==> src/rtl/flash_cmd_pkg.sv <==
package flash_cmd_pkg;

    localparam int unsigned ADDR_W   = 18;
    localparam int unsigned DATA_W   = 8;
    localparam int unsigned UNLOCK_W = 15;
    localparam int unsigned N_SECT   = 5;
    localparam int unsigned BOOT_IDX = N_SECT - 1;

    localparam logic [UNLOCK_W-1:0] KEY_ADDR_A = 15'h5555;
    localparam logic [UNLOCK_W-1:0] KEY_ADDR_B = 15'h2AAA;

    localparam logic [DATA_W-1:0] KEY_BYTE_A  = 8'hAA;
    localparam logic [DATA_W-1:0] KEY_BYTE_B  = 8'h55;
    localparam logic [DATA_W-1:0] OPC_PROGRAM = 8'hA0;
    localparam logic [DATA_W-1:0] OPC_ID_ON   = 8'h90;
    localparam logic [DATA_W-1:0] OPC_ID_OFF  = 8'hF0;
    localparam logic [DATA_W-1:0] OPC_EXTEND  = 8'h80;
    localparam logic [DATA_W-1:0] OPC_CHIP    = 8'h10;
    localparam logic [DATA_W-1:0] OPC_SECTOR  = 8'h30;
    localparam logic [DATA_W-1:0] OPC_LOCK    = 8'h40;

    localparam logic [ADDR_W-1:0] BASE_BOOT  = 18'h3C000;
    localparam logic [ADDR_W-1:0] BASE_PARA1 = 18'h3A000;
    localparam logic [ADDR_W-1:0] BASE_PARA2 = 18'h38000;
    localparam logic [ADDR_W-1:0] BASE_MAIN1 = 18'h20000;

    typedef enum logic [1:0] {
        OP_NONE         = 2'd0,
        OP_PROGRAM      = 2'd1,
        OP_CHIP_ERASE   = 2'd2,
        OP_SECTOR_ERASE = 2'd3
    } op_e;

    typedef enum logic [2:0] {
        S_IDLE,
        S_KEY1,
        S_KEY2,
        S_PROG,
        S_EXT,
        S_EXT_KEY1,
        S_EXT_KEY2
    } seq_e;

    typedef enum logic [2:0] {
        EV_NONE,
        EV_PROG,
        EV_CHIP,
        EV_SECT,
        EV_LOCK
    } ev_e;

    typedef struct packed {
        ev_e               kind;
        logic [ADDR_W-1:0] addr;
        logic [DATA_W-1:0] data;
    } event_t;

    typedef struct packed {
        op_e               op;
        logic [N_SECT-1:0] sectors;
        logic [ADDR_W-1:0] addr;
        logic [DATA_W-1:0] data;
    } cmd_t;

    function automatic logic [N_SECT-1:0] sector_of(input logic [ADDR_W-1:0] a);
        logic [N_SECT-1:0] m;
        if (a >= BASE_BOOT)       m = 5'b10000;
        else if (a >= BASE_PARA1) m = 5'b01000;
        else if (a >= BASE_PARA2) m = 5'b00100;
        else if (a >= BASE_MAIN1) m = 5'b00010;
        else                      m = 5'b00001;
        return m;
    endfunction

    function automatic logic key_match(input logic [ADDR_W-1:0] a,
                                       input logic [DATA_W-1:0] d,
                                       input logic [UNLOCK_W-1:0] ka,
                                       input logic [DATA_W-1:0] kd);
        return (a[UNLOCK_W-1:0] == ka) && (d == kd);
    endfunction

endpackage

==> src/rtl/fcd_seq_fsm.sv <==
module fcd_seq_fsm
    import flash_cmd_pkg::*;
(
    input  logic              clk,
    input  logic              rst,
    input  logic              wr_en,
    input  logic              busy,
    input  logic [ADDR_W-1:0] wr_addr,
    input  logic [DATA_W-1:0] wr_data,
    output event_t            ev,
    output logic              id_mode
);

    seq_e state_q, state_d;
    logic id_d;
    logic take;
    logic at_a;

    assign take = wr_en && !busy;
    assign at_a = (wr_addr[UNLOCK_W-1:0] == KEY_ADDR_A);

    always_comb begin
        state_d = state_q;
        id_d    = id_mode;
        ev      = '{kind: EV_NONE, addr: wr_addr, data: wr_data};
        if (take) begin
            case (state_q)
                S_IDLE: begin
                    if (key_match(wr_addr, wr_data, KEY_ADDR_A, KEY_BYTE_A))
                        state_d = S_KEY1;
                    else if (wr_data == OPC_ID_OFF)
                        id_d = 1'b0;
                end
                S_KEY1:
                    state_d = key_match(wr_addr, wr_data, KEY_ADDR_B, KEY_BYTE_B) ? S_KEY2 : S_IDLE;
                S_KEY2: begin
                    state_d = S_IDLE;
                    if (at_a) begin
                        case (wr_data)
                            OPC_PROGRAM: state_d = S_PROG;
                            OPC_EXTEND:  state_d = S_EXT;
                            OPC_ID_ON:   id_d = 1'b1;
                            OPC_ID_OFF:  id_d = 1'b0;
                            default:     state_d = S_IDLE;
                        endcase
                    end
                end
                S_PROG: begin
                    state_d = S_IDLE;
                    ev.kind = EV_PROG;
                end
                S_EXT:
                    state_d = key_match(wr_addr, wr_data, KEY_ADDR_A, KEY_BYTE_A) ? S_EXT_KEY1 : S_IDLE;
                S_EXT_KEY1:
                    state_d = key_match(wr_addr, wr_data, KEY_ADDR_B, KEY_BYTE_B) ? S_EXT_KEY2 : S_IDLE;
                S_EXT_KEY2: begin
                    state_d = S_IDLE;
                    if (wr_data == OPC_SECTOR)
                        ev.kind = EV_SECT;
                    else if (at_a && wr_data == OPC_CHIP)
                        ev.kind = EV_CHIP;
                    else if (at_a && wr_data == OPC_LOCK)
                        ev.kind = EV_LOCK;
                end
                default: state_d = S_IDLE;
            endcase
        end
    end

    always_ff @(posedge clk) begin
        if (rst) begin
            state_q <= S_IDLE;
            id_mode <= 1'b0;
        end else begin
            state_q <= state_d;
            id_mode <= id_d;
        end
    end

endmodule

==> src/rtl/fcd_guard.sv <==
module fcd_guard
    import flash_cmd_pkg::*;
(
    input  logic   clk,
    input  logic   rst,
    input  event_t ev,
    input  logic   hv_override,
    output logic   cmd_valid,
    output cmd_t   cmd,
    output logic   boot_locked
);

    logic              valid_d;
    cmd_t              cmd_d;
    logic              lock_d;
    logic [N_SECT-1:0] tgt;
    logic              boot_hit;
    logic              boot_open;
    logic [N_SECT-1:0] all_mask;

    assign tgt       = sector_of(ev.addr);
    assign boot_hit  = tgt[BOOT_IDX];
    assign boot_open = !boot_locked || hv_override;
    assign all_mask  = '1;

    always_comb begin
        valid_d = 1'b0;
        lock_d  = boot_locked;
        cmd_d   = '{op: OP_NONE, sectors: tgt, addr: ev.addr, data: ev.data};
        case (ev.kind)
            EV_PROG: begin
                if (!boot_hit || boot_open) begin
                    valid_d  = 1'b1;
                    cmd_d.op = OP_PROGRAM;
                end
            end
            EV_SECT: begin
                if (!boot_hit || boot_open) begin
                    valid_d  = 1'b1;
                    cmd_d.op = OP_SECTOR_ERASE;
                end
            end
            EV_CHIP: begin
                valid_d       = 1'b1;
                cmd_d.op      = OP_CHIP_ERASE;
                cmd_d.sectors = all_mask;
                if (!boot_open)
                    cmd_d.sectors[BOOT_IDX] = 1'b0;
            end
            EV_LOCK: lock_d = 1'b1;
            default: ;
        endcase
    end

    always_ff @(posedge clk) begin
        if (rst) begin
            cmd_valid   <= 1'b0;
            cmd         <= '{op: OP_NONE, sectors: '0, addr: '0, data: '0};
            boot_locked <= 1'b0;
        end else begin
            cmd_valid   <= valid_d;
            cmd         <= cmd_d;
            boot_locked <= lock_d;
        end
    end

endmodule

==> src/rtl/fcd_id_port.sv <==
module fcd_id_port
    import flash_cmd_pkg::*;
#(
    parameter logic [DATA_W-1:0] MFR_CODE = 8'h1F,
    parameter logic [DATA_W-1:0] DEV_CODE = 8'h08
) (
    input  logic              id_mode,
    input  logic              boot_locked,
    input  logic [ADDR_W-1:0] rd_addr,
    output logic [DATA_W-1:0] id_data
);

    always_comb begin
        id_data = '0;
        if (id_mode) begin
            case (rd_addr)
                18'd0:   id_data = MFR_CODE;
                18'd1:   id_data = DEV_CODE;
                18'd2:   id_data = {{(DATA_W-1){1'b0}}, boot_locked};
                default: id_data = '0;
            endcase
        end
    end

endmodule

==> src/rtl/flash_cmd_decoder.sv <==
module flash_cmd_decoder
    import flash_cmd_pkg::*;
#(
    parameter logic [7:0] MFR_CODE = 8'h1F,
    parameter logic [7:0] DEV_CODE = 8'h08
) (
    input  logic        clk,
    input  logic        rst,
    input  logic        wr_en,
    input  logic [17:0] wr_addr,
    input  logic [7:0]  wr_data,
    input  logic        busy,
    input  logic        hv_override,
    input  logic [17:0] rd_addr,
    output logic        cmd_valid,
    output logic [1:0]  cmd_op,
    output logic [17:0] cmd_addr,
    output logic [7:0]  cmd_data,
    output logic [4:0]  cmd_sectors,
    output logic        id_mode,
    output logic [7:0]  id_data,
    output logic        boot_locked
);

    event_t ev;
    cmd_t   cmd;

    fcd_seq_fsm i_seq (
        .clk     (clk),
        .rst     (rst),
        .wr_en   (wr_en),
        .busy    (busy),
        .wr_addr (wr_addr),
        .wr_data (wr_data),
        .ev      (ev),
        .id_mode (id_mode)
    );

    fcd_guard i_guard (
        .clk         (clk),
        .rst         (rst),
        .ev          (ev),
        .hv_override (hv_override),
        .cmd_valid   (cmd_valid),
        .cmd         (cmd),
        .boot_locked (boot_locked)
    );

    fcd_id_port #(
        .MFR_CODE (MFR_CODE),
        .DEV_CODE (DEV_CODE)
    ) i_id (
        .id_mode     (id_mode),
        .boot_locked (boot_locked),
        .rd_addr     (rd_addr),
        .id_data     (id_data)
    );

    assign cmd_op      = cmd.op;
    assign cmd_addr    = cmd.addr;
    assign cmd_data    = cmd.data;
    assign cmd_sectors = cmd.sectors;

endmodule

==> config.mk <==
export PLATFORM = sky130hd
export DESIGN_NAME = flash_cmd_decoder
export DESIGN_NICKNAME = d
export VERILOG_FILES = /design/src/rtl/flash_cmd_pkg.sv /design/src/rtl/fcd_seq_fsm.sv /design/src/rtl/fcd_guard.sv /design/src/rtl/fcd_id_port.sv /design/src/rtl/flash_cmd_decoder.sv
export SDC_FILE = /design/constraint.sdc
export NUM_CORES = 1
export LEC_CHECK = 0
export ABC_AREA = 1
export BUFFER_PORTS_ARGS = -buffer_cell sky130_fd_sc_hd__buf_2
export CORE_ASPECT_RATIO = 1.1
export CORE_MARGIN = 3
export CORE_UTILIZATION = 45
export CTS_CLUSTER_SIZE = 28
export DETAILED_ROUTE_END_ITERATION = 12
export HOLD_SLACK_MARGIN = 0.08
export PLACE_DENSITY = 0.79
export SKIP_LAST_GASP = 1
export SLEW_MARGIN = 20
export SYNTH_ARGS = -nofsm -noshare
export SYNTH_HDL_FRONTEND = slang
export SYNTH_SLANG_ARGS = --single-unit
==> constraint.sdc <==
create_clock -name clk -period 3.4 [get_ports clk]
set_input_delay 0 -clock clk [delete_from_list [all_inputs] [get_ports clk]]
set_output_delay 0 -clock clk [all_outputs]
set_load 0.02 [all_outputs]
**Yosys cells after proc, flatten, opt, wreduce, memory -nomap -nowiden**

Cells that the tools add are included.

- Register bits after elaboration: 39
- Bits in latches: 0
- RAM bits: 0
- ROM bits: 0
- Input bits: 49
- Output and inout port bits: 44
- Word-level logic and storage cells: 86
- Memories: 0

- $add $sub $neg: 0
- Multipliers: 0
- Div/mod/pow operators: 0
- Magnitude comparators: 4
- Eq/ne operators: 28
- Shift-type cells: 0
- Muxes and demuxes: 30
- Bitwise logic cells: 0
- Reduce and logical (&&, ||, !) cells: 16

Operator list:

| cell | number |
|---|---|
| greater-or-equal comparator 18 bit (second input constant) | 4 |
| equality test 8 bit (second input constant) | 5 |
| two-way mux 3 bit | 8 |
| two-way mux 5 bit | 4 |
| equality test 18 x 1 -> 1 bit (second input constant) | 1 |
| equality test 18 x 2 -> 1 bit (second input constant) | 1 |
| zero test 18 bit | 1 |
| equality test 8 x 7 -> 1 bit (second input constant) | 2 |
| equality test 15 x 14 -> 1 bit (second input constant) | 1 |
| equality test 15 bit (second input constant) | 1 |
| one-hot mux 3 bit (5 select lines) | 1 |
| one-hot mux 5 bit (3 select lines) | 1 |
| equality test 3 x 2 -> 1 bit (second input constant) | 4 |
| equality test 3 bit (second input constant) | 4 |
| one-hot mux 3 bit (2 select lines) | 2 |
| equality test 8 x 5 -> 1 bit (second input constant) | 1 |
| equality test 8 x 6 -> 1 bit (second input constant) | 1 |
| two-way mux 8 bit | 1 |
| equality test 3 x 1 -> 1 bit (second input constant) | 2 |
| two-way mux 1 bit | 6 |
| two-way mux 2 bit | 3 |
| inequality test 2 x 1 -> 1 bit (second input constant) | 3 |
| one-hot mux 1 bit (2 select lines) | 3 |
| one-hot mux 2 bit (3 select lines) | 1 |
| 10 further kinds | 17 |

**Longest topological paths before layout**

- Depth in word-level cells: 10
- Depth in mapped cells: 10
- Gate-level depth less buffers: 10

**Hierarchy**

Synthesis repeated with hierarchy kept, for this count alone.

- Cell total of the unflattened synthesis: 336
- Area total of the unflattened synthesis: 2,205.9 µm²

Modules (own cells, without submodules):

| module | times used | cells each | area an instance (µm²) | seq. area each (µm²) |
|---|---|---|---|---|
| fcd_guard | 1 | 125 | 1,101.1 | 700.7 |
| fcd_seq_fsm | 1 | 178 | 929.6 | 80.1 |
| fcd_id_port | 1 | 33 | 175.2 | 0.0 |

**Least setup slack after synthesis**

Ideal clock, no wire load.

- Path kind: flip-flop to output port
- Start: reg i_seq.id_mode
- End: out id_data[0]
- Arrival time: 1.353 ns
- Required time: 3.400 ns
- Slack: 2.047 ns
- Cell stages (with the launch flop): 5
- Path buffers: 0
- Cells stage by stage: dfxtp_1 -> and3_1 -> nand3_1 -> nor2_1 -> a31o_2

- Word-level cells in the longest chain between the ends: 1

Ends and longest elaborated chain:

| what | line | source |
|---|---|---|
| from (decl) | fcd_seq_fsm.sv:11 | `output logic id_mode` |
| from (signal assigned) | fcd_seq_fsm.sv:76 | `id_mode <= id_d;` |
| two-way mux 8 bit | fcd_id_port.sv:15 | `if (id_mode) begin` |
| to (decl) | flash_cmd_decoder.sv:21 | `output logic [7:0] id_data,` |

Every way passes these cells.

**Worst setup path after layout**

- Start: in wr_addr[1]
- End: reg i_guard.cmd[28] (netlist name)

- Word-level cells in the longest chain between the ends: 9
- Elaborated cells on any way between the ends: 16
- Classes of those cells: order compare (3); eq/ne (2); mux (9); reduce/logical (2)

Ends and longest elaborated chain:

| what | line | source |
|---|---|---|
| from (decl) | flash_cmd_decoder.sv:10 | `input logic [17:0] wr_addr,` |
| equality test 15 bit | fcd_seq_fsm.sv:20 | `assign at_a = (wr_addr[UNLOCK_W-1:0] == KEY_ADDR_A);` |
| logical AND 1 bit | fcd_seq_fsm.sv:62 | `else if (at_a && wr_data == OPC_LOCK)` |
| two-way mux 3 bit | fcd_seq_fsm.sv:62 |  |
| two-way mux 3 bit | fcd_seq_fsm.sv:60 | `else if (at_a && wr_data == OPC_CHIP)` |
| two-way mux 3 bit | fcd_seq_fsm.sv:58 | `if (wr_data == OPC_SECTOR)` |
| one-hot mux 3 bit (2 select lines) | fcd_seq_fsm.sv:27 | `case (state_q)` |
| two-way mux 3 bit | fcd_seq_fsm.sv:26 | `if (take) begin` |
| equality test 3 x 2 -> 1 bit | fcd_guard.sv:30 | `case (ev.kind)` |
| two-way mux 5 bit (*) | fcd_guard.sv:30 |  |

Every way passes the cells marked *; elsewhere a longest branch is shown, timed or not.
A chain may end at the register's enable or synchronous reset.

==> results.py <==
metrics = {
    "yosys": {
        "synthCells": 268,
        "synth_top_area_share_pct": 42.54,
        "synth.avg_cell_area_um2": 6.849,
        "yosys_warnings": 0,
        "synth_seq_cells": 39,
        "ys_seq_area_share_pct": 42.54,
        "synth.cell_area_um2": 1836,
        "synth_area_leaders": "dfxtp_1 (43%), nor2_1 (13%), nand2_1 (10%), inv_1 (7.8%), nand3_1 (4.4%)",
        "synth_cell_type_count": 25,
        "yosysTopAreaCell": "dfxtp_1",
    },
    "placement": {
        "place_ws_ps": 2166,
        "io_buffers": 89,
        "gp_congestion": 0.7864,
        "dp_hpwl_mm": 3.406,
    },
    "hold_path": {
        "min_path_cells": 5,
        "hold_path.class": "in -> reg",
    },
    "critical_path": {
        "criticalPathCategory": "in -> reg",
        "startpoint_type": "primary input",
        "crit_arrival_ps": 2230,
        "worstPathMaxFanout": 4,
        "r2r_cells": 7,
        "end_kind": "flip-flop",
        "required_ps": 3630,
    },
    "run_status": {
        "status": "complete, no violations",
    },
    "die": {
        "die_area_um2": 4882,
        "io_pins": 93,
        "dieHeight_um": 72.99,
        "initial_utilization_pct": 48.69,
        "fp-row-count": 23,
        "fp.coreArea_um2": 3770,
        "die_x_um": 66.90,
    },
    "clock_tree": {
        "cts_inserted_buffers": 5,
        "clkLatencyLatePin_ps": 280,
        "tritoncts_num_sinks": 39,
        "h-tree-depth": 2,
        "clock_path_buffers": 2,
        "cts_tree": "yes",
        "clk_pin_slew_ps": 70,
        "cts_root_buf": "clkbuf_8",
    },
    "grt": {
        "grt_first_pass_wirelength_mm": 7.438,
        "grt_max_degree": 36,
        "antenna_found_initial": 0,
        "grt_overflow": 0,
        "grtUsageTotal_pct": 19.80,
        "grt_pass1_vias": 1833,
    },
    "detailed_routing": {
        "drt_iter0_drc": 141,
        "drc_errors": 0,
        "vias_per_cell": 4.607,
        "wl_per_cell_um": 10.85,
        "met3WireLength_um": 289,
        "wirelength_mm": 4.720,
        "dr_wl_met2_mm": 2.510,
        "antenna_left": 0,
        "top_layer": "met4",
        "dr_total_vias": 2004,
        "wl_met1_mm": 1.859,
        "firstDrtPassIters": 4,
    },
    "sta": {
        "drv_slew": 0,
        "finalCritPeriodShare_pct": 58.96,
        "worst_pin_slew_ps": 634.3,
        "fin_ws_ps": 1395,
        "setup_tns_ps": 0,
        "hold_violations": 0,
        "grt_setup_unrepaired": "no",
        "fmax_mhz": 498.8,
        "setup-violations-final": 0,
        "skew_ps": 0.9580,
        "max-slew-margin-rel_pct": 57.71,
        "fin_crit_ps": 2005,
    },
    "power": {
        "p_int_mw": 0.7784,
        "combPwrFrac_pct": 15.2,
        "switchingPower_mw": 0.2457,
        "peakVddDrop_mv": 0.2523,
        "cellPowerDensity_nw_per_um2": 381.6,
        "p_sw_share_pct": 23.99,
        "clock_power_share_pct": 38.1,
        "pwr-share-seq_pct": 46.7,
        "p_leak_nw": 1.392,
    },
    "layout": {
        "fin_util_pct": 71.19,
        "drive_gt1_share_pct": 31.43,
        "final_cell_mix": "buf_2 (89), nor2_1 (65), nand2_1 (49)",
        "area_growth_pct": 46.22,
        "nFillCells": 310,
        "layout_commonest_cell": "buf_2",
        "antenna_cells": 0,
        "fin_nets": 433,
    },
    "run": {
        "maxCapViolCount": 0,
    },
}
-- cell usage after synthesis --
library cell and instances:
nor2_4 3, a21oi_2 4, o31ai_1 2, buf_6 1
nand2_2 4, nor3_1 8, nand3_2 2, buf_2 1
nor2_2 5, nor2_1 65, nand4_1 9, dfxtp_1 39
buf_4 5, o21ai_0 1, clkbuf_1 3, inv_2 4
nand2_1 49, and3_1 1, inv_1 38, a21oi_1 4
nor3_4 1, conb_1 1, a31o_2 1, o21bai_1 1
nand3_1 16
-- final timing paths --
| kind | endpoint | slack, ps | start |
|---|---|---|---|
| min | i_seq.state_q[0]$_SDFFE_PP0P_ | 120 | busy |
| min reg2reg | i_seq.id_mode$_SDFFE_PP0P_ | 460 | i_seq.id_mode$_SDFFE_PP0P_ |
| max | i_guard.cmd[28]$_SDFF_PP0_ | 1400 | wr_addr[1] |
| max reg2reg | i_guard.cmd[28]$_SDFF_PP0_ | 1560 | i_seq.state_q[0]$_SDFFE_PP0P_ |
-- worst max-delay path: stages --
cell	delay [ps]
dlygate4sd3_1	540
buf_2	130
inv_1	70
nand2_1	50
nor2_1	200
nand4_1	180
nand2_1	170
nand4_1	170
o31ai_1	120
dlygate4sd3_1	590
-- registers in the layout, summed over array words and instances (netlist names) --
name                 flops
i_seq.state_q            3
i_guard.cmd             33
i_guard.cmd_valid        1
i_seq.id_mode            1
i_guard.boot_locked      1
-- power by group through the flow --
stage | sequential (mW) | combinational (mW) | clock [mW]
3_5_place_dp | 0.489 | 0.130 | 0
2_1_floorplan | 0.513 | 0.0487 | 0
4_1_cts | 0.478 | 0.154 | 0.396
3_3_place_gp | 0.488 | 0.128 | 0
5_1_grt | 0.480 | 0.171 | 0.416
6_report | 0.478 | 0.156 | 0.390
-- timing repair --
| item | CTS | global route |
|---|---|---|
| setup endpoints to repair | 0 | 0 |
| resized for setup | 0 | 0 |
| hold endpoints to repair | 31 | 0 |
| buffers inserted | 0 | 0 |
| hold buffers | 28 | 0 |
-- layer usage --
layer | vias to the layer above | track usage, %
met2 | 61 | 38.11
li1 | 1046 | -
met5 | - | 0
met3 | 7 | 4.777
met1 | 890 | 20.23
met4 | 0 | 7.207
-- final cells by class --
type                       instances  area, µm²  area share, %
multi-input combinational        179      839.6          31.28
sequential                        39      780.7          29.09
timing repair buffer             117      725.7          27.04
inverter                          42      157.7          5.874
clock buffer                       6      82.58          3.077
tap                               50      62.56          2.331
clock inverter                     2      35.03          1.305
-- cell families (layout without fill, tap and decap cells) --
| logic type | count (synthesis) | count (layout) | share of synthesized area, % |
|---|---|---|---|
| AOI/OAI and AO/OA | 13 | 13 | 4.976 |
| buffers and inverters | 52 | 167 | 12.13 |
| DFF | 39 | 39 | 42.54 |
| other | 1 | 3 | 0.2043 |
| and+or+nand+nor | 163 | 163 | 40.15 |
-- per-stage QoR --
| step | instance area (µm²) | hold WS (ps) | cells | power [mW] |
|---|---|---|---|---|
| 4_1_cts | 2684 | 116.3 | 435 | 1.029 |
| 3_3_place_gp | 2286 | 210.4 | 399 | 0.6168 |
| 5_1_grt | 2684 | 171.9 | 435 | 1.066 |
| 2_1_floorplan | 1843 | 95.89 | 270 | 0.5619 |
| 6_report | 2684 | 120.1 | 435 | 1.024 |
| 3_5_place_dp | 2286 | 207.9 | 399 | 0.6183 |
Note: power is estimated with default switching activity, not from simulation.
